<file path="config.mk">
export PLATFORM = sky130hd
export DESIGN_NAME = pwr_mode_seq
export DESIGN_NICKNAME = d
export VERILOG_FILES = /design/src/rtl/pms_pkg.sv /design/src/rtl/pms_idle_timer.sv /design/src/rtl/pms_period_gen.sv /design/src/rtl/pms_mode_ctrl.sv /design/src/rtl/pwr_mode_seq.sv
export SDC_FILE = /design/constraint.sdc
export NUM_CORES = 1
export LEC_CHECK = 0
export BUFFER_PORTS_ARGS = -buffer_cell sky130_fd_sc_hd__buf_2
export CAP_MARGIN = 20
export CELL_PAD_IN_SITES_DETAIL_PLACEMENT = 1
export CELL_PAD_IN_SITES_GLOBAL_PLACEMENT = 1
export CORE_MARGIN = 4
export CORE_UTILIZATION = 40
export DETAILED_ROUTE_END_ITERATION = 6
export PLACE_DENSITY_LB_ADDON = 0.12
export SETUP_SLACK_MARGIN = 0.5
export SYNTH_ARGS = -nofsm -noshare
export SYNTH_HDL_FRONTEND = slang
export SYNTH_SLANG_ARGS = --single-unit
</file>
<file path="constraint.sdc">
create_clock -name clk -period 3.5 [get_ports clk]
set_input_delay 0.175 -clock clk [delete_from_list [all_inputs] [get_ports clk]]
set_output_delay 0.175 -clock clk [all_outputs]
set_load 0.03 [all_outputs]
</file>
<file path="src/rtl/pms_pkg.sv">
`timescale 1ns/1ps
package pms_pkg;
    typedef enum logic [1:0] {
        MODE_RUN   = 2'b00,
        MODE_REST1 = 2'b01,
        MODE_REST2 = 2'b10,
        MODE_REST3 = 2'b11
    } pms_mode_e;

    localparam int unsigned CFG_CODE_HI = 7;
    localparam int unsigned CFG_CODE_LO = 6;
    localparam int unsigned CTRL_PD_BIT = 1;
    localparam int unsigned N_REST      = 3;
endpackage

</file>
<file path="src/rtl/pms_idle_timer.sv">
`timescale 1ns/1ps
module pms_idle_timer
    import pms_pkg::*;
#(
    parameter int unsigned IDLE1_TICKS = 1000,
    parameter int unsigned IDLE2_TICKS = 7000,
    parameter int unsigned IDLE3_TICKS = 410000
) (
    input  logic      clk,
    input  logic      rst_n,
    input  logic      tick_i,
    input  logic      motion_i,
    input  logic      clear_i,
    input  logic      hold_i,
    output pms_mode_e lvl_next_o
);
    localparam int unsigned IDLE_W = $clog2(IDLE3_TICKS + 1);
    localparam logic [IDLE_W-1:0] THR [N_REST] = '{
        IDLE_W'(IDLE1_TICKS), IDLE_W'(IDLE2_TICKS), IDLE_W'(IDLE3_TICKS)
    };

    typedef struct packed {
        logic [IDLE_W-1:0] idle;
    } tmr_st_t;

    tmr_st_t           st_d, st_q;
    logic [N_REST-1:0] reach;

    // Next inactivity count: motion or release clears, ticks count up to a ceiling.
    always_comb begin
        st_d = st_q;
        if (!hold_i) begin
            if (motion_i || clear_i) begin
                st_d.idle = '0;
            end else if (tick_i && (st_q.idle < THR[N_REST-1])) begin
                st_d.idle = st_q.idle + 1'b1;
            end
        end
    end

    // One comparator per rest level against the next count.
    generate
        for (genvar k = 0; k < N_REST; k++) begin : g_reach
            assign reach[k] = (st_d.idle >= THR[k]);
        end
    endgenerate

    // Deepest level reached wins.
    always_comb begin
        lvl_next_o = MODE_RUN;
        for (int k = 0; k < N_REST; k++) begin
            if (reach[k]) begin
                lvl_next_o = pms_mode_e'(2'(k + 1));
            end
        end
    end

    always_ff @(posedge clk or negedge rst_n) begin
        if (!rst_n) begin
            st_q <= '0;
        end else begin
            st_q <= st_d;
        end
    end
endmodule

</file>
<file path="src/rtl/pms_period_gen.sv">
`timescale 1ns/1ps
module pms_period_gen
    import pms_pkg::*;
#(
    parameter int unsigned POLL1_TICKS = 14,
    parameter int unsigned POLL2_TICKS = 68,
    parameter int unsigned POLL3_TICKS = 340
) (
    input  logic      clk,
    input  logic      rst_n,
    input  logic      tick_i,
    input  logic      hold_i,
    input  pms_mode_e mode_i,
    input  pms_mode_e mode_next_i,
    output logic      sample_o
);
    localparam int unsigned P12   = (POLL1_TICKS > POLL2_TICKS) ? POLL1_TICKS : POLL2_TICKS;
    localparam int unsigned PMAX  = (P12 > POLL3_TICKS) ? P12 : POLL3_TICKS;
    localparam int unsigned CNT_W = (PMAX > 1) ? $clog2(PMAX) : 1;
    // Last count value before a strobe, indexed by mode code; run strobes every tick.
    localparam logic [CNT_W-1:0] LIM [4] = '{
        '0, CNT_W'(POLL1_TICKS - 1), CNT_W'(POLL2_TICKS - 1), CNT_W'(POLL3_TICKS - 1)
    };

    typedef struct packed {
        logic [CNT_W-1:0] cnt;
        logic             sample;
    } pg_st_t;

    pg_st_t st_d, st_q;
    logic   hit;

    always_comb begin
        st_d        = st_q;
        st_d.sample = 1'b0;
        hit         = (st_q.cnt >= LIM[mode_i]);
        if (tick_i && !hold_i) begin
            st_d.sample = hit;
            st_d.cnt    = hit ? '0 : st_q.cnt + 1'b1;
        end
        if (mode_next_i != mode_i) begin
            st_d.cnt = '0;
        end
    end

    always_ff @(posedge clk or negedge rst_n) begin
        if (!rst_n) begin
            st_q <= '0;
        end else begin
            st_q <= st_d;
        end
    end

    assign sample_o = st_q.sample;
endmodule

</file>
<file path="src/rtl/pms_mode_ctrl.sv">
`timescale 1ns/1ps
module pms_mode_ctrl
    import pms_pkg::*;
(
    input  logic       clk,
    input  logic       rst_n,
    input  logic       cfg_wr_i,
    input  logic [1:0] cfg_code_i,
    input  logic       ctrl_wr_i,
    input  logic       ctrl_pd_i,
    input  pms_mode_e  lvl_next_i,
    output pms_mode_e  mode_o,
    output pms_mode_e  mode_next_o,
    output logic       pd_o,
    output logic       release_o
);
    typedef struct packed {
        pms_mode_e  mode;
        logic [1:0] frc;
        logic       pd;
    } ctl_st_t;

    ctl_st_t st_d, st_q;

    always_comb begin
        st_d = st_q;
        if (!st_q.pd) begin
            if (cfg_wr_i) begin
                st_d.frc = cfg_code_i;
            end
            if (ctrl_wr_i && ctrl_pd_i) begin
                st_d.pd = 1'b1;
            end
            st_d.mode = (st_d.frc != 2'b00) ? pms_mode_e'(st_d.frc) : lvl_next_i;
        end
    end

    assign release_o   = cfg_wr_i && (cfg_code_i == 2'b00) && !st_q.pd;
    assign mode_next_o = st_d.mode;
    assign mode_o      = st_q.mode;
    assign pd_o        = st_q.pd;

    always_ff @(posedge clk or negedge rst_n) begin
        if (!rst_n) begin
            st_q <= '{mode: MODE_RUN, frc: 2'b00, pd: 1'b0};
        end else begin
            st_q <= st_d;
        end
    end
endmodule

</file>
<file path="src/rtl/pwr_mode_seq.sv">
`timescale 1ns/1ps
module pwr_mode_seq
    import pms_pkg::*;
#(
    parameter int unsigned POLL1_TICKS = 14,
    parameter int unsigned POLL2_TICKS = 68,
    parameter int unsigned POLL3_TICKS = 340,
    parameter int unsigned IDLE1_TICKS = 1000,
    parameter int unsigned IDLE2_TICKS = 7000,
    parameter int unsigned IDLE3_TICKS = 410000
) (
    input  logic       clk,
    input  logic       rst_n,
    input  logic       tick_i,
    input  logic       motion_i,
    input  logic       cfg_wr_i,
    input  logic [7:0] cfg_wdata_i,
    input  logic       ctrl_wr_i,
    input  logic [7:0] ctrl_wdata_i,
    output logic [1:0] mode_o,
    output logic       sample_en_o,
    output logic       pd_o,
    output logic [7:0] cfg_rdata_o
);
    pms_mode_e lvl_next;
    pms_mode_e mode_q;
    pms_mode_e mode_next;
    logic      release_w;
    logic      pd_w;
    logic      unused_wdata;

    assign unused_wdata = ^{cfg_wdata_i[CFG_CODE_LO-1:0],
                            ctrl_wdata_i[7:CTRL_PD_BIT+1],
                            ctrl_wdata_i[CTRL_PD_BIT-1:0]};

    pms_idle_timer #(
        .IDLE1_TICKS(IDLE1_TICKS),
        .IDLE2_TICKS(IDLE2_TICKS),
        .IDLE3_TICKS(IDLE3_TICKS)
    ) u_timer (
        .clk        (clk),
        .rst_n      (rst_n),
        .tick_i     (tick_i),
        .motion_i   (motion_i),
        .clear_i    (release_w),
        .hold_i     (pd_w),
        .lvl_next_o (lvl_next)
    );

    pms_mode_ctrl u_ctrl (
        .clk         (clk),
        .rst_n       (rst_n),
        .cfg_wr_i    (cfg_wr_i),
        .cfg_code_i  (cfg_wdata_i[CFG_CODE_HI:CFG_CODE_LO]),
        .ctrl_wr_i   (ctrl_wr_i),
        .ctrl_pd_i   (ctrl_wdata_i[CTRL_PD_BIT]),
        .lvl_next_i  (lvl_next),
        .mode_o      (mode_q),
        .mode_next_o (mode_next),
        .pd_o        (pd_w),
        .release_o   (release_w)
    );

    pms_period_gen #(
        .POLL1_TICKS(POLL1_TICKS),
        .POLL2_TICKS(POLL2_TICKS),
        .POLL3_TICKS(POLL3_TICKS)
    ) u_period (
        .clk         (clk),
        .rst_n       (rst_n),
        .tick_i      (tick_i),
        .hold_i      (pd_w),
        .mode_i      (mode_q),
        .mode_next_i (mode_next),
        .sample_o    (sample_en_o)
    );

    assign mode_o      = mode_q;
    assign pd_o        = pd_w;
    assign cfg_rdata_o = {mode_q, {CFG_CODE_LO{1'b0}}};
endmodule

</file>
==> reports/qor.csv <==
stage;metric;value;unit
timing;whs;-23.1;ps
route;routed_wl;7750;um
worst_hold_path;hold_class;input port to asynchronous set/reset pin;
timing;slew_violations;0;
timing;final.setup.tns;-181;ps
timing;rsz0062_at_grt;yes;
timing;period_needed;3540;ps
synth;ys.flop_type;dfrtp_1;
critical_path;worstPathArrival;3740;ps
finish;syn2layout_area_growth;40.4;%
synth;seq_area_frac_synth;35.6;%
global_routing;grt_util_all_layers;20.9;%
route;via_count;2252;
critical_path;cp-start-kind;register;
timing;worst_pin_slew;847;ps
route;wl_per_cell;19.7;um
global_routing;antenna_found_initial;0;
clocking;cts_buffers;5;
synth;syn_area_per_cell;9.53;um^2
clocking;htree_levels;2;
die;pin_count;34;
timing;hold_viol;34;
clocking;clk_pin_slew;80;ps
critical_path;crit_end;u_period.st_q[3];
critical_path;endpoint_kind;register;
synth;synth-seq-cells;34;
die;core-area;5640;um^2
die;rows;27;
placed_design;dp_hpwl;4960;um
timing;setup_viol;6;
finish;diodes;0;
critical_path;reg2reg_to;u_period.st_q[3];
route;drtAntennaViolNets;0;
timing;fmax;282;MHz
synth;synthArstFlopShare;100;%
finish;drive_gt1_share;42.5;%
clocking;cts_max_path_buffers;2;
placed_design;portBuffers;14;
finish;fill_cells;621;
run_status;violations;negative hold slack, negative setup slack;
synth;synth_cell_type_count;56;
global_routing;grt_first_pass_wirelength;12100;um
finish;nNetsFinal;352;
clocking;ctsRootBufferMaster;clkbuf_8;
power;p_leak;1.44;nW
die;start_util;42.4;%
die;fp.dieW;85.3;um
placed_design;place_congestion;0.849;
timing;fin_ws;-44.9;ps
critical_path;cp_max_fo;6;
power;powerDensity;373;nW/um^2
timing;maxSlewHeadroom;43.4;%
route;remaining_drc_errors;0;
run_status;outcome;complete, but fails checks;
global_routing;grt_max_degree;35;
timing;clock_skew;10.9;ps
clocking;clkLatencyLatePin;300;ps
critical_path;r2r_cells;11;
synth;synthesis.area;2390;um^2
clocking;cts_tree;yes;
power;vdd_ir_drop_max;335;uV
synth;netlist_instances;251;
critical_path;r2r_start;u_timer.st_q[5];
critical_path;cp-startpoint;u_timer.st_q[5];
critical_path;crit_required;3690;ps
critical_path;critPathKind;register to register;
synth;yosys_warnings;0;
critical_path;rrSetupSlack;-40;ps
route;drt_pass1_iterations;4;
die;die_y;85.3;um
route;vias_per_cell;5.72;
global_routing;gr-total-overflow;0;
clocking;cts_sinks;34;
synth;synth_edf_count;0;
job;drv_cap;0;
die;dieArea;7280;um^2
global_routing;grt_pass1_vias;2324;
route;drtIter0Drc;128;
timing;fin_crit_sh;101;%
==> area by class of cell <==
class	instances	area [um^2]	share of cell area, %
Inverter	8	30.0	0.895
Multi-Input combinational cell	198	1740	51.8
Clock buffer	7	86.3	2.57
Tap cell	72	90.1	2.68
Clock inverter	1	30.0	0.895
Sequential cell	34	853	25.4
Timing Repair Buffer	74	528	15.7
==> cells in the mapped netlist (2+ instances only) <==
cell type | number | area (um^2)
a211o_1 | 3 | 26.3
a211oi_1 | 2 | 15.0
a21o_1 | 4 | 30.0
a21oi_1 | 8 | 40.0
a221oi_2 | 2 | 30.0
a31oi_1 | 2 | 12.5
and2_1 | 2 | 12.5
and3_1 | 6 | 37.5
and4_1 | 2 | 17.5
buf_2 | 4 | 20.0
buf_4 | 10 | 75.1
clkbuf_1 | 3 | 11.3
dfrtp_1 | 34 | 851
ha_1 | 9 | 113
inv_1 | 8 | 30.0
mux2_2 | 5 | 56.3
mux2i_1 | 2 | 20.0
nand2_1 | 14 | 52.6
nand2b_1 | 6 | 37.5
nand3_1 | 6 | 30.0
nand4_1 | 4 | 25.0
nor2_1 | 22 | 82.6
nor2b_1 | 2 | 12.5
nor3_1 | 7 | 35.0
nor3b_1 | 3 | 22.5
nor4_1 | 7 | 43.8
nor4b_1 | 3 | 26.3
o2111ai_1 | 2 | 17.5
o211ai_1 | 4 | 30.0
o21ai_0 | 4 | 20.0
o21bai_1 | 2 | 15.0
o31ai_1 | 3 | 22.5
or2_2 | 6 | 37.5
or3_1 | 4 | 25.0
or4_1 | 4 | 30.0
or4b_1 | 2 | 20.0
xnor2_1 | 13 | 114
xor2_1 | 9 | 78.8
==> repair_timing <==
| item | in CTS | in global routing |
|---|---|---|
| pin swaps | 8 | 18 |
| buffers inserted | 3 | 13 |
| setup endpoints to repair | 11 | 12 |
| resized for setup | 22 | 24 |
| hold buffers | 0 | 0 |
| cloned | 2 | 0 |
==> logic make-up after synthesis <==
family / after synthesis / share of synthesized area [%]
flops: 34 / 35.6
fa+ha+maj: 9 / 4.71
xor+xnor: 23 / 8.74
simple gates: 105 / 25.3
mux: 7 / 3.19
compound gates: 46 / 16.4
buf+inv: 26 / 5.86
other cells: 1 / 0.157
==> through the flow <==
| stage | std cells | total power [mW] | setup slack, ps | util [%] | instance area (um^2) |
|---|---|---|---|---|---|
| finish | 394 | 1.25 | -44.9 | 59.5 | 3360 |
| global route | 394 | 1.32 | -220 | 59.5 | 3360 |
| CTS | 381 | 1.21 | -65.1 | 55.6 | 3130 |
| detailed placement | 368 | 0.738 | -164 | 49.9 | 2810 |
| global placement | 368 | 0.725 | -109 | 49.9 | 2810 |
| floorplan | 256 | 0.668 | 196 | - | 2440 |
==> cell usage in the layout, fill, tap and decap left out, types with 3 or more instances in the layout <==
| cell | netlist | layout |
|---|---|---|
| nor2_1 | 22 | 22 |
| or3_1 | 4 | 3 |
| buf_4 | 10 | 58 |
| nand3_1 | 6 | 6 |
| a21oi_1 | 8 | 5 |
| a21oi_2 | 1 | 4 |
| or2_2 | 6 | 5 |
| xnor2_1 | 13 | 11 |
| or4_1 | 4 | 3 |
| nand2b_1 | 6 | 6 |
| buf_2 | 4 | 14 |
| o21ai_0 | 4 | 4 |
| conb_1 | 1 | 6 |
| clkbuf_8 | 0 | 6 |
| xor2_1 | 9 | 8 |
| nand4_1 | 4 | 4 |
| ha_1 | 9 | 9 |
| dfrtp_1 | 34 | 32 |
| and3_1 | 6 | 6 |
| nand2_1 | 14 | 13 |
| o211ai_1 | 4 | 4 |
| a21o_1 | 4 | 4 |
| nor3_1 | 7 | 5 |
| nor4_2 | 0 | 5 |
| mux2_2 | 5 | 5 |
| inv_1 | 8 | 7 |
==> worst min-delay path by stage <==
| stage | start | cells past startpoint | endpoint | slack, ps |
|---|---|---|---|---|
| 4_1_cts | rst_n | 1 | u_period.st_q[2] | 0.2 |
| 6_report | rst_n | 1 | u_timer.st_q[18] | -20 |
| 3_3_place_gp | rst_n | 1 | u_period.st_q[4] | 320 |
| 5_1_grt | rst_n | 1 | u_period.st_q[2] | 30 |
| 3_5_place_dp | rst_n | 1 | u_period.st_q[4] | 320 |
| 2_1_floorplan | rst_n | 0 | u_ctrl.mode_o[0] | -120 |
==> sequential cells by signal, indices dropped and copies added, names as in the netlist <==
signal and flops:
u_timer.st_q 19, u_ctrl.st_q 2, u_ctrl.pd_o 1, u_period.sample_o 1, u_ctrl.mode_o 2, u_period.st_q 9
==> per-layer routing <==
layer  global-route usage (%)  vias up  wire length, um
met5                        0        -                0
met4                     5.18        0              115
met3                     3.40       11              233
met2                     34.5       43             3750
met1                     28.3     1153             3650
li1                         -     1045                -
==> critical path, stage by stage (launching register included) <==
cell	delay, ps
dfrtp_1	400
buf_4	150
and4_2	300
nand3_1	160
or4b_1	550
xor2_1	170
or4b_4	530
o221ai_4	220
a221oi_4	120
a211o_4	410
xor2_4	190
nor4_2	220
==> where the power goes <==
| group | leakage, nW | internal (mW) | switching (mW) |
|---|---|---|---|
| sequential | 0.456 | 0.416 | 0.0244 |
| combinational | 0.923 | 0.170 | 0.251 |
| clock | 0.0585 | 0.232 | 0.160 |
| total | 1.44 | 0.818 | 0.435 |
Note: power is estimated with default switching activity, not from simulation.
